File: config.mk
export PLATFORM = sky130hd
export DESIGN_NAME = spi_frame_master
export DESIGN_NICKNAME = d
export VERILOG_FILES = /design/src/rtl/spi_frame_pkg.sv /design/src/rtl/spi_tq_delay.sv /design/src/rtl/spi_word_shifter.sv /design/src/rtl/spi_sel_route.sv /design/src/rtl/spi_frame_master.sv
export SDC_FILE = /design/constraint.sdc
export NUM_CORES = 1
export LEC_CHECK = 0
export CORE_MARGIN = 3
export CORE_UTILIZATION = 40
export CTS_CLUSTER_SIZE = 28
export DETAILED_ROUTE_END_ITERATION = 12
export GPL_TIMING_DRIVEN = 0
export PLACE_DENSITY = 0.7
export SETUP_SLACK_MARGIN = 0.15
export SYNTH_ARGS = -nofsm -noshare
export SYNTH_HDL_FRONTEND = slang
export SYNTH_SLANG_ARGS = --single-unit
File: constraint.sdc
create_clock -name clk_i -period 3 [get_ports clk_i]
set_input_delay 0.6 -clock clk_i [delete_from_list [all_inputs] [get_ports clk_i]]
set_output_delay 0.6 -clock clk_i [all_outputs]
set_load 0.005 [all_outputs]
File: src/rtl/spi_frame_pkg.sv
package spi_frame_pkg;
  typedef enum logic [2:0] {
    ST_IDLE,
    ST_LEAD,
    ST_SHIFT,
    ST_GAP,
    ST_TRAIL,
    ST_NEXT
  } frame_state_e;
endpackage

File: src/rtl/spi_tq_delay.sv
module spi_tq_delay #(
  parameter int PRE_W = 2,
  parameter int DIV_W = 5
) (
  input  logic             clk_i,
  input  logic             rst_ni,
  input  logic             start_i,
  input  logic             tick_i,
  input  logic [PRE_W-1:0] pre_i,
  input  logic [DIV_W-1:0] div_i,
  output logic             done_o
);
  localparam int CNT_W = PRE_W + DIV_W + 1;

  logic [CNT_W-1:0] total;
  logic [CNT_W-1:0] cnt_q;
  logic             run_q;

  assign total  = (CNT_W'(pre_i) + CNT_W'(1)) * (CNT_W'(div_i) + CNT_W'(1));
  assign done_o = run_q && tick_i && (cnt_q == CNT_W'(1));

  always_ff @(posedge clk_i or negedge rst_ni) begin
    if (!rst_ni) begin
      cnt_q <= '0;
      run_q <= 1'b0;
    end else if (start_i) begin
      cnt_q <= total;
      run_q <= 1'b1;
    end else if (run_q && tick_i) begin
      if (cnt_q == CNT_W'(1)) run_q <= 1'b0;
      else                    cnt_q <= cnt_q - CNT_W'(1);
    end
  end
endmodule

File: src/rtl/spi_word_shifter.sv
module spi_word_shifter #(
  parameter int DATA_W = 16,
  parameter int LEN_W  = 4
) (
  input  logic              clk_i,
  input  logic              rst_ni,
  input  logic              load_i,
  input  logic [DATA_W-1:0] load_data_i,
  input  logic              step_i,
  input  logic [LEN_W-1:0]  len_i,
  input  logic              msb_first_i,
  input  logic              miso_i,
  output logic              sclk_o,
  output logic              mosi_bit_o,
  output logic              drive_o,
  output logic              done_o,
  output logic [DATA_W-1:0] rx_data_o,
  output logic              rx_valid_o
);
  localparam int CNT_W = LEN_W + 1;

  logic [DATA_W-1:0] tx_q, rx_q;
  logic [CNT_W-1:0]  bcnt_q;
  logic [CNT_W-1:0]  nbits;
  logic [LEN_W-1:0]  idx;
  logic              phase_q;

  assign nbits  = {1'b0, len_i} + CNT_W'(1);
  // msb first walks the index down from len
  assign idx    = msb_first_i ? (len_i - bcnt_q[LEN_W-1:0]) : bcnt_q[LEN_W-1:0];
  assign done_o = step_i && !phase_q && (bcnt_q == nbits);

  always_ff @(posedge clk_i or negedge rst_ni) begin
    if (!rst_ni) begin
      tx_q       <= '0;
      rx_q       <= '0;
      bcnt_q     <= '0;
      phase_q    <= 1'b0;
      sclk_o     <= 1'b0;
      mosi_bit_o <= 1'b0;
      drive_o    <= 1'b0;
      rx_data_o  <= '0;
      rx_valid_o <= 1'b0;
    end else begin
      rx_valid_o <= done_o;
      if (done_o) rx_data_o <= rx_q;
      if (load_i) begin
        tx_q    <= load_data_i;
        rx_q    <= '0;
        bcnt_q  <= '0;
        phase_q <= 1'b0;
        sclk_o  <= 1'b0;
        drive_o <= 1'b0;
      end else if (step_i) begin
        if (!phase_q) begin
          sclk_o <= 1'b0;
          if (bcnt_q == nbits) begin
            drive_o <= 1'b0;
          end else begin
            mosi_bit_o <= tx_q[idx];
            drive_o    <= 1'b1;
            phase_q    <= 1'b1;
          end
        end else begin
          sclk_o    <= 1'b1;
          rx_q[idx] <= miso_i;
          bcnt_q    <= bcnt_q + CNT_W'(1);
          phase_q   <= 1'b0;
        end
      end
    end
  end
endmodule

File: src/rtl/spi_sel_route.sv
module spi_sel_route #(
  parameter int NSEL  = 8,
  parameter int SEL_W = 3
) (
  input  logic             frame_act_i,
  input  logic [SEL_W-1:0] idx_i,
  input  logic             act_high_i,
  output logic [NSEL-1:0]  sel_o
);
  for (genvar g = 0; g < NSEL; g++) begin : g_sel
    assign sel_o[g] = (frame_act_i && (idx_i == SEL_W'(g))) ? act_high_i : ~act_high_i;
  end
endmodule

File: src/rtl/spi_frame_master.sv
module spi_frame_master #(
  parameter int DATA_W = 16,
  parameter int NSEL   = 8,
  parameter int PRE_W  = 2,
  parameter int DIV_W  = 5,
  localparam int LEN_W = $clog2(DATA_W),
  localparam int SEL_W = $clog2(NSEL)
) (
  input  logic              clk_i,
  input  logic              rst_ni,
  input  logic              sclk_en_i,
  input  logic              tq_tick_i,
  input  logic [LEN_W-1:0]  cfg_len_i,
  input  logic              cfg_msb_first_i,
  input  logic              cfg_sel_high_i,
  input  logic [SEL_W-1:0]  cfg_sel_idx_i,
  input  logic              cfg_passive_i,
  input  logic [PRE_W-1:0]  cfg_lt_pre_i,
  input  logic [DIV_W-1:0]  cfg_lt_div_i,
  input  logic [PRE_W-1:0]  cfg_wf_pre_i,
  input  logic [DIV_W-1:0]  cfg_wf_div_i,
  input  logic [DATA_W-1:0] tx_data_i,
  input  logic              tx_valid_i,
  output logic              tx_ready_o,
  input  logic              miso_i,
  output logic              sclk_o,
  output logic              mosi_o,
  output logic [NSEL-1:0]   sel_o,
  output logic [DATA_W-1:0] rx_data_o,
  output logic              rx_valid_o,
  output logic              busy_o
);
  import spi_frame_pkg::*;

  frame_state_e state_q, state_d;
  logic frame_act_q;
  logic word_done, step, load;
  logic lt_start, lt_done, wf_start, wf_done;
  logic mosi_bit, drive;

  assign step       = (state_q == ST_SHIFT) && sclk_en_i;
  assign tx_ready_o = (state_q == ST_IDLE) || word_done;
  assign load       = tx_valid_i && tx_ready_o;
  assign busy_o     = (state_q != ST_IDLE);
  assign mosi_o     = drive ? mosi_bit : cfg_passive_i;

  assign lt_start = ((state_q == ST_IDLE) && tx_valid_i) ||
                    (word_done && !tx_valid_i);
  assign wf_start = (word_done && tx_valid_i) ||
                    ((state_q == ST_TRAIL) && lt_done);

  always_comb begin
    state_d = state_q;
    unique case (state_q)
      ST_IDLE:  if (tx_valid_i) state_d = ST_LEAD;
      ST_LEAD:  if (lt_done)    state_d = ST_SHIFT;
      ST_SHIFT: if (word_done)  state_d = tx_valid_i ? ST_GAP : ST_TRAIL;
      ST_GAP:   if (wf_done)    state_d = ST_SHIFT;
      ST_TRAIL: if (lt_done)    state_d = ST_NEXT;
      ST_NEXT:  if (wf_done)    state_d = ST_IDLE;
      default:                  state_d = ST_IDLE;
    endcase
  end

  always_ff @(posedge clk_i or negedge rst_ni) begin
    if (!rst_ni) begin
      state_q     <= ST_IDLE;
      frame_act_q <= 1'b0;
    end else begin
      state_q <= state_d;
      if ((state_q == ST_IDLE) && tx_valid_i)   frame_act_q <= 1'b1;
      else if ((state_q == ST_TRAIL) && lt_done) frame_act_q <= 1'b0;
    end
  end

  spi_tq_delay #(.PRE_W(PRE_W), .DIV_W(DIV_W)) u_lt_delay (
    .clk_i   (clk_i),
    .rst_ni  (rst_ni),
    .start_i (lt_start),
    .tick_i  (tq_tick_i),
    .pre_i   (cfg_lt_pre_i),
    .div_i   (cfg_lt_div_i),
    .done_o  (lt_done)
  );

  spi_tq_delay #(.PRE_W(PRE_W), .DIV_W(DIV_W)) u_wf_delay (
    .clk_i   (clk_i),
    .rst_ni  (rst_ni),
    .start_i (wf_start),
    .tick_i  (tq_tick_i),
    .pre_i   (cfg_wf_pre_i),
    .div_i   (cfg_wf_div_i),
    .done_o  (wf_done)
  );

  spi_word_shifter #(.DATA_W(DATA_W), .LEN_W(LEN_W)) u_shifter (
    .clk_i       (clk_i),
    .rst_ni      (rst_ni),
    .load_i      (load),
    .load_data_i (tx_data_i),
    .step_i      (step),
    .len_i       (cfg_len_i),
    .msb_first_i (cfg_msb_first_i),
    .miso_i      (miso_i),
    .sclk_o      (sclk_o),
    .mosi_bit_o  (mosi_bit),
    .drive_o     (drive),
    .done_o      (word_done),
    .rx_data_o   (rx_data_o),
    .rx_valid_o  (rx_valid_o)
  );

  spi_sel_route #(.NSEL(NSEL), .SEL_W(SEL_W)) u_sel (
    .frame_act_i (frame_act_q),
    .idx_i       (cfg_sel_idx_i),
    .act_high_i  (cfg_sel_high_i),
    .sel_o       (sel_o)
  );
endmodule

==> results of run 1 <==
## cells in the mapped netlist (3+ instances only)
cell,number,area [µm²]
inv_1,31,116
or2_2,4,25.0
fa_1,11,220
a22oi_1,3,22.5
nor3_1,9,45.0
or3_1,4,25.0
nand2_1,55,206
xor2_1,17,149
nor2b_1,11,68.8
xnor2_1,30,263
mux2_1,7,78.8
buf_4,3,22.5
dfrtp_1,80,2000
mux2i_1,9,90.1
clkbuf_1,7,26.3
and2_1,4,25.0
mux2_2,29,327
nand4_1,20,125
nor2_1,26,97.6
buf_2,7,35.0
a21o_1,9,67.6
nand4b_1,3,26.3
a21oi_1,27,135
ha_1,27,338
nand2b_1,15,93.8
buf_6,4,45.0
o21ai_0,31,155
or4_1,3,22.5
nand3_1,13,65.1
## worst max-delay path: stages
cell and delay [ns]:
clkdlybuf4s50_1 0.47, nand2b_2 0.26, nor3b_2 0.20, xnor2_1 0.14, clkdlybuf4s50_1 0.52
## per-layer routing
layer | GRT usage | vias to the layer above | routed length (µm)
met5 | 0 | - | 0
met4 | 0.0538 | 0 | 203
met3 | 0.0298 | 24 | 532
met2 | 0.267 | 106 | 5540
met1 | 0.214 | 2030 | 5120
li1 | - | 2074 | -
## sequential cells by signal, indices dropped and copies added, names as in the netlist
register              cells
u_shifter.sclk_o          1
frame_act_q               1
u_wf_delay.cnt_q          8
u_shifter.phase_q         1
u_shifter.rx_valid_o      1
u_shifter.rx_data_o      16
u_shifter.drive_o         1
u_shifter.tx_q           16
u_lt_delay.cnt_q          8
u_wf_delay.run_q          1
state_q                   3
u_shifter.bcnt_q          5
u_shifter.rx_q           16
u_lt_delay.run_q          1
u_shifter.mosi_bit_o      1
## final cells by class
type                    count  area (µm²)  share of cell area
plain buffers              22         153              0.0222
clock buffers              11         243              0.0353
clock inverters             5        56.3             0.00820
inverters                  31         116              0.0169
multi-input cells         404        3290               0.479
flip-flops and latches     80        2000               0.292
well taps                 172         215              0.0313
repair buffers             86         792               0.115
## repair_timing
| item | CTS | global route |
|---|---|---|
| endpoints found under the setup margin | 29 | 35 |
| gates cloned | 0 | 0 |
| pin swaps | 7 | 9 |
| gates resized for setup | 36 | 51 |
| buffers inserted | 9 | 5 |
## metrics by stage
step / hold WS [ns] / total power, mW / utilization
6_report: 0.175 / 4.64 / 0.538
5_1_grt: 0.181 / 4.99 / 0.538
4_1_cts: 0.178 / 4.54 / 0.526
3_5_place_dp: 0.466 / 3.38 / 0.489
3_3_place_gp: 0.461 / 3.31 / 0.487
2_1_floorplan: 0.304 / 2.85 / -
## logic make-up after synthesis
group	synth area share
buffers and inverters	0.0492
flip-flops	0.378
AND/OR/NAND/NOR	0.174
adder cells (fa/ha/maj)	0.105
multiplexers	0.0979
AO/OA/AOI/OAI	0.117
XOR/XNOR	0.0778
## power breakdown
| group | switching, mW | internal [mW] |
|---|---|---|
| registers | 0.252 | 1.45 |
| logic | 0.935 | 0.920 |
| clock network | 0.416 | 0.665 |
| total | 1.60 | 3.03 |
## path summary, 6_finish.rpt
| check | from | endpoint | slack (ns) |
|---|---|---|---|
| max reg2reg | u_shifter.bcnt_q[1] | u_shifter.rx_q[6] | 0.41 |
| max in group asynchronous | rst_ni | u_lt_delay.cnt_q[5] | 2.24 |
| min | rst_ni | u_shifter.tx_q[13] | 0.17 |
| max | cfg_sel_idx_i[0] | sel_o[4] | 0.21 |
| min reg2reg | u_wf_delay.run_q | u_wf_delay.run_q | 0.47 |
| min in group clk_i | u_wf_delay.run_q | u_wf_delay.run_q | 0.47 |
==> results.cfg, run 1 <==
[clocking]
cts_root_buf = clkbuf_16
cts_buffers = 9
clk_latency_ns = 0.33
clk_path_buf_depth = 2
h-tree-depth = 3
cts.sinks = 80
cts_tree = yes
clk_pin_slew_ns = 0.06
holdBufCountCts = 0

[sta]
finalCritPeriodShare = 0.929
max_freq_mhz = 359
rsz0062_at_grt = false
fin_crit_ns = 2.79
relSlewSlack = 0.558
tightest_slew_ns = 0.662
slew_violations = 0
finalHoldViolations = 0
tns_ns = 0
fin_worst_skew_ns = 0.00690
worst_slack_ns = 0.213
setup_violations = 0

[floorplanning]
rows = 41
core_um2 = 12800
initial_core_util = 0.414
ios = 75
fp.dieArea_um2 = 14600
die_w_um = 121
die_h_um = 121

[setup_path]
cp_max_fo = 5
end_kind = output port
worst_setup_path_start_kind = input port
critPathKind = input port to output port
reg2regPathDepth = 10
arrival_ns = 2.19
required_ns = 2.40

[global_route]
grt_pass1_vias = 4073
grtUsageTotal = 0.161
grt_pass1_wl_mm = 19.3
grt_max_degree = 58
antenna_found_initial = 0
gr-total-overflow = 0

[detailed_routing]
routed_wl_mm = 11.4
wire_per_inst_um = 14.1
viasPerCell = 5.22
vias = 4234
drtIter0Drc = 249
ant_nets = 0
drc = 0
first_pass_iters = 8

[yosys]
synth_cells = 537
ys_seq_area_frac = 0.378
synth_edf_count = 0
synthesis.nets = 621
synth_seq_cells = 80
yosys_warnings = 0
ys_dominant_reg_cell = dfrtp_1
postSynthAreaPerCell_um2 = 9.86
synthDistinctLibCells = 58
ys_async_sr_fraction = 1.00
syn-cell-area_um2 = 5290

[place]
io_buffers = 71
place_congestion = 0.855
dp.cells = 781
placed_area_um2 = 6240
hpwl_mm = 8.69
preCtsSetupSlack_ns = -0.677

[final_layout]
drive_gt1_frac = 0.207
mostFrequentLayoutCell = dfrtp_1
design_area_um2 = 6870
layout_common_cells = dfrtp_1, nand2_1, clkdlybuf4s50_1
nets = 718
syn2layout_area_growth_pct = 29.7
diodes = 0
fillers = 1046
fin_cells = 811

[run]
maxCapViolations = 0

[power_and_ir_drop]
powerDensity_nw_per_um2 = 675
p_leak_nw = 2.97
ir_worst_vdd_mv = 0.324

[min_path]
hold_class = input port to asynchronous set/reset pin

[status]
status = completed
Note: power is estimated with default switching activity, not from simulation.
==> run 2, diff against run 1 <==
Settings changed: SKIP_LAST_GASP set to 1.
==> results of run 2 <==
Final layout, timing and power as in run 1 (identical DEF).
==> run 3, diff against run 2 <==
Settings changed: PLACE_DENSITY 0.7 to not set, PLACE_DENSITY_LB_ADDON set to 0.25.
==> results.cfg, run 3 (synthesized netlist as in run 1, its figures left out) <==
[setup_path]
critPathKind = input port to output port
required_ns = 2.40
worst_setup_path_start_kind = input port
cp_max_fo = 7
end_kind = output port
arrival_ns = 2.20

[sta]
finalCritPeriodShare = 0.935
setup_violations = 0
slew_violations = 0
relSlewSlack = 0.568
fin_worst_skew_ns = 0.00987
fin_crit_ns = 2.80
tns_ns = 0
worst_slack_ns = 0.195
max_freq_mhz = 357
rsz0062_at_grt = false
tightest_slew_ns = 0.647
finalHoldViolations = 0

[final_layout]
nets = 716
mostFrequentLayoutCell = dfrtp_1
diodes = 0
multi_input_area_um2 = 3290
utilization = 0.534
drive_gt1_frac = 0.201
regArea_um2 = 2000
layout_common_cells = dfrtp_1, nand2_1, clkdlybuf4s50_1
design_area_um2 = 6820
top_regs = u_shifter.rx_data_o (16), u_shifter.rx_q (16), u_shifter.tx_q (16)
syn2layout_area_growth_pct = 28.9
fillers = 1127

[power_and_ir_drop]
p_leak_nw = 2.95
pwr-share-seq = 0.376
p_int_mw = 2.91
p_total_mw = 4.54
powerDensity_nw_per_um2 = 666
switching_share = 0.359
power_frac_comb = 0.409
p_switching_mw = 1.63
power_frac_clock = 0.215
ir_worst_vdd_mv = 0.329

[clocking]
cts_root_buf = clkbuf_16
cts_buffers = 9
h-tree-depth = 3
clk_path_buf_depth = 2
clk_latency_ns = 0.33
clk_pin_slew_ns = 0.06
cts_tree = yes
cts.sinks = 80
holdBufCountCts = 0

[detailed_routing]
vias = 4193
first_pass_iters = 4
ant_nets = 0
drtIter0Drc = 199
drc = 0
wire_per_inst_um = 14.5
routed_wl_mm = 11.7
viasPerCell = 5.19

[place]
placed_area_um2 = 6240
place_congestion = 0.870
preCtsSetupSlack_ns = -0.707
io_buffers = 71
hpwl_mm = 8.80

[global_route]
grt_use_met3 = 0.0205
grt_pass1_vias = 4157
gr-total-overflow = 0
grtUsageTotal = 0.163
grt_use_met2 = 0.277
antenna_found_initial = 0
grt_pass1_wl_mm = 19.7
grt_max_degree = 57
grt_use_met1 = 0.216
top_usage_layer = met2

[floorplanning]
die_w_um = 121
initial_core_util = 0.414
rows = 41
die_h_um = 121
ios = 75
core_um2 = 12800
fp.dieArea_um2 = 14600

[status]
status = completed

[min_path]
hold_class = input port to asynchronous set/reset pin

[run]
maxCapViolations = 0
-- run 3: worst paths after layout --
check                                     from                   to  slack (ns)  cells past startpoint
setup reg to reg           u_shifter.bcnt_q[1]   u_shifter.rx_q[11]        0.42                     10
hold reg to reg             u_shifter.tx_q[15]   u_shifter.tx_q[15]        0.49                      1
max in group asynchronous               rst_ni    u_shifter.drive_o        2.23                      2
setup / recovery                     sclk_en_i           tx_ready_o        0.20                      6
hold / removal                          rst_ni  u_shifter.bcnt_q[4]        0.18                      1
min in group clk_i          u_shifter.tx_q[15]   u_shifter.tx_q[15]        0.49                      1
-- run 3: power groups by stage --
stage                     combinational [mW]  sequential (mW)  clock (mW)
final                                   1.86             1.71       0.975
after global routing                    2.07             1.76        1.04
after CTS                               1.72             1.71       0.996
after detailed placement                1.66             1.72           0
after global placement                  1.62             1.71           0
after floorplan                         1.21             1.65           0
-- run 3: metrics by stage --
stage,cells,hold slack [ns]
2_1_floorplan,537,0.304
3_3_place_gp,780,0.465
3_5_place_dp,781,0.471
4_1_cts,800,0.187
5_1_grt,808,0.202
6_report,808,0.177
-- run 3: what timing repair did --
item,CTS,global route
setup endpoints to repair,35,35
gates resized for setup,39,54
buffers inserted,4,8
pin swaps,5,8
-- run 3: routing by layer --
metal,share of wire,vias up,wire length (µm)
li1,-,2071,-
met1,0.46,2014,5410
met2,0.49,88,5720
met3,0.032,20,370
met4,0.019,0,221
met5,0,-,0
-- run 3: layout make-up --
class	count	area share
Buffer	22	0.0227
Clock buffer	9	0.0330
Clock inverter	6	0.00550
Inverter	31	0.0171
Multi-Input combinational cell	404	0.483
Sequential cell	80	0.294
Tap cell	172	0.0316
Timing Repair Buffer	84	0.114
-- run 3: critical path, stage by stage --
cell and delay [ns]:
clkdlybuf4s50_1 0.53, nand2_1 0.11, or4_1 0.41, buf_4 0.20, o21ai_4 0.20, clkbuf_2 0.15
